<file path="src/rtl/axi_txn_monitor.sv">
module axi_txn_monitor #(
  parameter int STALL_CYCLES = 16,
  localparam int CW = (STALL_CYCLES > 2) ? $clog2(STALL_CYCLES) : 1
) (
  input  logic        clk,
  input  logic        rst_n,
  input  logic        ar_valid,
  output logic        ar_ready,
  input  logic        r_valid,
  input  logic        r_ready,
  input  logic        r_last,
  output logic [1:0]  rresp,
  input  logic        aw_valid,
  output logic        aw_ready,
  input  logic        b_valid,
  input  logic        b_ready,
  output logic [1:0]  bresp,
  input  logic        rd_dec_err,
  input  logic        rd_proto_err,
  input  logic        rd_mem_rst,
  input  logic        rd_issue,
  input  logic        rd_strobe_edge,
  input  logic        wr_dec_err,
  input  logic        wr_proto_err,
  input  logic        wr_mem_rst,
  output logic [31:0] status
);

  localparam logic [1:0] OKAY   = 2'b00;
  localparam logic [1:0] SLVERR = 2'b10;
  localparam logic [1:0] DECERR = 2'b11;

  function automatic logic [1:0] pick_resp(input logic dec, input logic other);
    return dec ? DECERR : (other ? SLVERR : OKAY);
  endfunction

  logic          rd_busy, wr_busy;
  logic [2:0]    rd_seen, wr_seen;
  logic          stall_seen, armed;
  logic [CW-1:0] wait_cnt;
  logic [3:0]    rd_flags;
  logic [2:0]    wr_flags;

  wire ar_take = ar_valid && ar_ready;
  wire aw_take = aw_valid && aw_ready;
  wire r_end   = rd_busy && r_valid && r_ready && r_last;
  wire b_end   = wr_busy && b_valid && b_ready;

  wire [2:0] rd_all = rd_seen | ({3{rd_busy}} & {rd_mem_rst, rd_proto_err, rd_dec_err});
  wire [2:0] wr_all = wr_seen | ({3{wr_busy}} & {wr_mem_rst, wr_proto_err, wr_dec_err});

  assign ar_ready = !rd_busy;
  assign aw_ready = !wr_busy;
  assign rresp    = pick_resp(rd_all[0], |{stall_seen, rd_all[2:1]});
  assign bresp    = pick_resp(wr_all[0], |wr_all[2:1]);
  assign status   = {5'b0, wr_flags, 7'b0, wr_busy, 4'b0, rd_flags, 7'b0, rd_busy};

  always_ff @(posedge clk or negedge rst_n) begin
    if (!rst_n) begin
      rd_busy  <= 1'b0;
      rd_seen  <= '0;
      rd_flags <= '0;
    end else if (ar_take) begin
      rd_busy <= 1'b1;
      rd_seen <= '0;
    end else if (r_end) begin
      rd_busy  <= 1'b0;
      rd_flags <= {stall_seen, rd_all};
    end else begin
      rd_seen <= rd_all;
    end
  end

  always_ff @(posedge clk or negedge rst_n) begin
    if (!rst_n) begin
      wr_busy  <= 1'b0;
      wr_seen  <= '0;
      wr_flags <= '0;
    end else if (aw_take) begin
      wr_busy <= 1'b1;
      wr_seen <= '0;
    end else if (b_end) begin
      wr_busy  <= 1'b0;
      wr_flags <= wr_all;
    end else begin
      wr_seen <= wr_all;
    end
  end

  always_ff @(posedge clk or negedge rst_n) begin
    if (!rst_n) begin
      stall_seen <= 1'b0;
      armed      <= 1'b0;
      wait_cnt   <= '0;
    end else if (ar_take) begin
      stall_seen <= 1'b0;
      armed      <= 1'b0;
    end else if (!rd_busy || r_end) begin
      armed <= 1'b0;
    end else if (rd_issue) begin
      armed    <= 1'b1;
      wait_cnt <= '0;
    end else if (armed) begin
      if (rd_strobe_edge) begin
        armed <= 1'b0;
      end else if (wait_cnt == CW'(STALL_CYCLES - 1)) begin
        stall_seen <= 1'b1;
        armed      <= 1'b0;
      end else begin
        wait_cnt <= wait_cnt + 1'b1;
      end
    end
  end

  a_r1_rd_rise: assert property (@(posedge clk) disable iff (!rst_n)
    (ar_valid && ar_ready) |=> status[0]);
  a_r1_rd_fall: assert property (@(posedge clk) disable iff (!rst_n)
    (status[0] && r_valid && r_ready && r_last) |=> !status[0]);
  a_r2_wr_fall: assert property (@(posedge clk) disable iff (!rst_n)
    (status[16] && b_valid && b_ready) |=> !status[16]);
  a_r3_ar_hold: assert property (@(posedge clk) disable iff (!rst_n)
    status[0] |-> !ar_ready);
  a_r3_aw_hold: assert property (@(posedge clk) disable iff (!rst_n)
    status[16] |-> !aw_ready);
  a_r6_dec_first: assert property (@(posedge clk) disable iff (!rst_n)
    (status[0] && rd_dec_err) |-> (rresp == DECERR));
  a_r8_rd_hold: assert property (@(posedge clk) disable iff (!rst_n)
    !(status[0] && r_valid && r_ready && r_last) |=> $stable(status[11:8]));
  a_r8_wr_hold: assert property (@(posedge clk) disable iff (!rst_n)
    !(status[16] && b_valid && b_ready) |=> $stable(status[26:24]));

endmodule

</file>
<file path="config.mk">
export PLATFORM = sky130hd
export DESIGN_NAME = axi_txn_monitor
export DESIGN_NICKNAME = d
export VERILOG_FILES = /design/src/rtl/axi_txn_monitor.sv
export SDC_FILE = /design/constraint.sdc
export NUM_CORES = 1
export LEC_CHECK = 0
export CAP_MARGIN = 15
export CORE_ASPECT_RATIO = 0.5
export CORE_MARGIN = 2
export CORE_UTILIZATION = 44
export CTS_CLUSTER_SIZE = 16
export DETAILED_ROUTE_END_ITERATION = 10
export GPL_TIMING_DRIVEN = 0
export MAX_ROUTING_LAYER = met4
export PLACE_DENSITY = 0.89
export SYNTH_ARGS = -nofsm -noshare
export SYNTH_HDL_FRONTEND = slang
export SYNTH_SLANG_ARGS = --single-unit
</file>
<file path="constraint.sdc">
create_clock -name clk -period 3.4 [get_ports clk]
set_input_delay 0.68 -clock clk [delete_from_list [all_inputs] [get_ports clk]]
set_output_delay 0.68 -clock clk [all_outputs]
set_load 0.005 [all_outputs]
</file>
### Word-level counts from Yosys, hierarchy flattened

Index checks and enable logic that the tools add are counted.

* $add $sub $neg: 1
* equal/unequal tests: 8
* mux-type cells: 28
* bitwise operators: 7
* reductions and logical operators: 21

Operators with widths (number)
* $mux W1: 16
* $mux W4: 4
* $mux W3: 4
* $ne A2 B2 Y1 const B: 5
* $reduce_and A5 Y1: 2
* $reduce_bool A2 Y1: 5
* $mux W2: 4
* $logic_and A1 B1 Y1: 7
* $and A3 B3 Y3: 2
* $or A3 B3 Y3: 2
* $add A4 B1 Y4 const B: 1
* $eq A4 B4 Y1 const B: 1
* $ne A2 B1 Y1 const B: 2
* $reduce_and A2 Y1: 2
* $not A1 Y1: 3
* $reduce_or A3 Y1: 1
* $logic_not A1 Y1: 2
* $reduce_or A2 Y1: 1
* $logic_or A1 B1 Y1: 1

* register bits: 21
* bits of input ports: 17
* output and inout port bits: 38

### Logic depth before layout (Yosys ltp)

* depth after elaboration: 7
* depth in mapped cells: 4
* gate-level depth less buffers: 4

### Worst setup path after synthesis

Ideal clock, no wire load.

* kind: input to output
* from: input wr_dec_err
* to: output bresp[0]
* arrival time: 1.044 ns
* required time: 2.720 ns
* setup slack: 1.676 ns
* stages: 3
* path through: a21oi_1 inv_1 buf_4

* cells in the longest elaborated chain, start to end: 3

Ends and longest elaborated chain
* start, declared: line 23 `input logic wr_dec_err,`
* $and A3 B3 Y3: line 50 `wire [2:0] wr_all = wr_seen | ({3{wr_busy}} & {wr_mem_rst, wr_proto_err, wr_dec_err});`
* $or A3 B3 Y3: line 50
* named net wr_all[0]: line 50
* $mux W2: line 34 `return dec ? DECERR : (other ? SLVERR : OKAY);`
* end, declared: line 17 `output logic [1:0] bresp,`

The timed path passes the listed nets, and every way through them passes these cells.

### Worst setup path after layout

Ends and elaborated chain as after synthesis.

==> impl_metrics.ini <==
[routing]
first_pass_iters = 4
num_vias = 1082
routed_wl_microns = 2520
wl_per_cell_microns = 10.9
drc = 0
antenna_left = 0
drt_iter0_markers = 82
viasPerCell = 4.70

[cts]
cts_hold_buf = 0
post_cts_buffers = 0
clock-root-buffer = clkbuf_8
ctsResizeCount = 0
clk_pin_slew_ns = 0.08
cts_buffers = 3
clock_latency_ns = 0.26
htreeDepth = 1
cts_sinks = 21
cts_tree = done
clock_path_buffers = 2

[grt]
grt_pass1_vias = 995
grt_pass1_wl_microns = 4300
track_usage_pct = 18.4
overflow = 0
grt_use_met3_pct = 4.96
grt_start_max_net_pins = 22
grtUsageMet1_pct = 19.1
grtUsageMet2_pct = 36.3
antenna_found_initial = 0
busiest_layer = met2

[sta]
hold_violations = 0
finalSetupViolations = 0
worstMarginPinSlew_ns = 0.908
setup_slack_ns = 0.715
rsz0062_at_grt = false
fin_setup_tns_ns = 0
whs_ns = 0.488
max_clock_freq_ghz = 0.372
final.min_clock_period_ns = 2.69
skew_ns = 0.00255
drv_slew = 0
finalCritPeriodShare_pct = 79.0
slew_headroom_pct = 39.3

[logic_synthesis]
synth_cell_types = 29
synth_area_leaders = dfrtp_1 43%, buf_4 16%, a21oi_1 6.1%
synth_cells = 136
synth_area_leader_cell = dfrtp_1
synth_area_sq_um = 1230
ys_seq_area_share_pct = 42.7
ys_seq_elements = 21
synth_top_area_share_pct = 42.7
syn_area_per_cell_sq_um = 9.04
yosys_warnings = 0

[floorplan]
die_x_microns = 78.8
row_count = 13
die_h_microns = 41.4
io-pin-count = 55
die_area_sq_um = 3260
core_area_sq_um = 2620
start_util_pct = 47.0

[cells_and_area]
num-fill-cells = 210
num-nets-final = 212
final-seq-area_sq_um = 526
fin_cells = 230
finish.utilization_pct = 65.6
multi_input_area_sq_um = 534
final_common_cell = clkdlybuf4s50_1
n_antenna_cell = 0
final_cell_mix = 31 x clkdlybuf4s50_1, 27 x buf_4, 23 x conb_1, 21 x dfrtp_1, 15 x a21oi_1
drive_gt1_share_pct = 20.2
syn_to_final_growth_pct = 39.7

[critical_path]
worstPathMaxFanout = 3
cp-end-kind = primary output
critPathKind = primary input to primary output
critPathLaunchType = primary input
cp.required_ns = 2.72
rr_worst_depth = 4
worstPathArrival_ns = 2.01

[power_and_ir_drop]
power_density_nw_per_um2 = 390
leakagePower_nw = 0.833
ir_worst_vdd_v = 0.000225

[placement]
routabilityCongestion = 0.762
dp_worst_setup_slack_ns = 0.705
placed_cells = 226
dp_hpwl_microns = 2040
io_buffers = 31

[hold_path]
hold_depth = 2
hold_path_class = flip-flop to flip-flop

[run]
cap_violations = 0

[run_status]
status = finished, final reports clean
## power by group
group	internal (mW)	switching, mW
Combinational	0.113	0.0764
Clock	0.0827	0.0807
Sequential	0.286	0.0303
Total	0.482	0.187
## synthesized netlist by cell type (all sizes together)
library cell	instances
nor2	11
o21ai	13
a41o	2
a21oi	15
nand2	7
conb	1
a41oi	2
o41ai	1
a21boi	2
nor3	2
inv	9
dfrtp	21
buf	29
or2b	1
ha	1
o311ai	2
and3	3
a31oi	2
mux2	1
nand4	3
nor2b	3
nand3	5
## layout make-up
| type | count | share of cell area (%) |
|---|---|---|
| Clock inverter | 1 | 0.437 |
| Multi-Input combinational cell | 99 | 31.1 |
| Sequential cell | 21 | 30.6 |
| Tap cell | 37 | 2.69 |
| Buffer | 29 | 12.7 |
| Inverter | 9 | 1.97 |
| Timing Repair Buffer | 31 | 18.1 |
| Clock buffer | 3 | 2.40 |
## path summary, 6_finish.rpt
check                            start          end  slack [ns]
setup / recovery            wr_dec_err     bresp[0]        0.71
hold / removal             wr_flags[2]  wr_flags[2]        0.49
setup reg to reg           wait_cnt[0]  wait_cnt[0]        2.09
hold reg to reg            wr_flags[2]  wr_flags[2]        0.49
max in group asynchronous        rst_n  wait_cnt[0]        1.92
min in group asynchronous        rst_n      wr_busy        0.92
## state kept, by name, indices dropped and copies added (netlist names)
signal      count
armed           1
wr_busy         1
wr_flags        3
wr_seen         3
rd_flags        4
rd_busy         1
rd_seen         3
wait_cnt        4
stall_seen      1
## worst max-delay path, stage by stage
cell             delay, ns
clkdlybuf4s50_1       0.43
a21oi_1               0.27
inv_1                 0.07
buf_4                 0.13
clkdlybuf4s50_1       0.43
## stage by stage
step / total power [mW] / area (sq um)
detailed placement: 0.512 / 1670
global route: 0.715 / 1720
CTS: 0.676 / 1720
global placement: 0.503 / 1670
finish: 0.669 / 1720
floorplan: 0.412 / 1310
## cell families after synthesis
family,share of synthesized area (%)
and+or+nand+nor,15.1
AOI/OAI and AO/OA,19.4
other,0.305
DFF,42.7
adders and majority gates,1.02
muxes,0.915
buffers and inverters,20.5
## routing by layer
layer / up-vias / wire length [microns]
li1: 542 / -
met1: 488 / 991
met2: 48 / 1300
met3: 4 / 202
met4: 0 / 22
met5: - / 0
(Power assumes the default switching activity.)
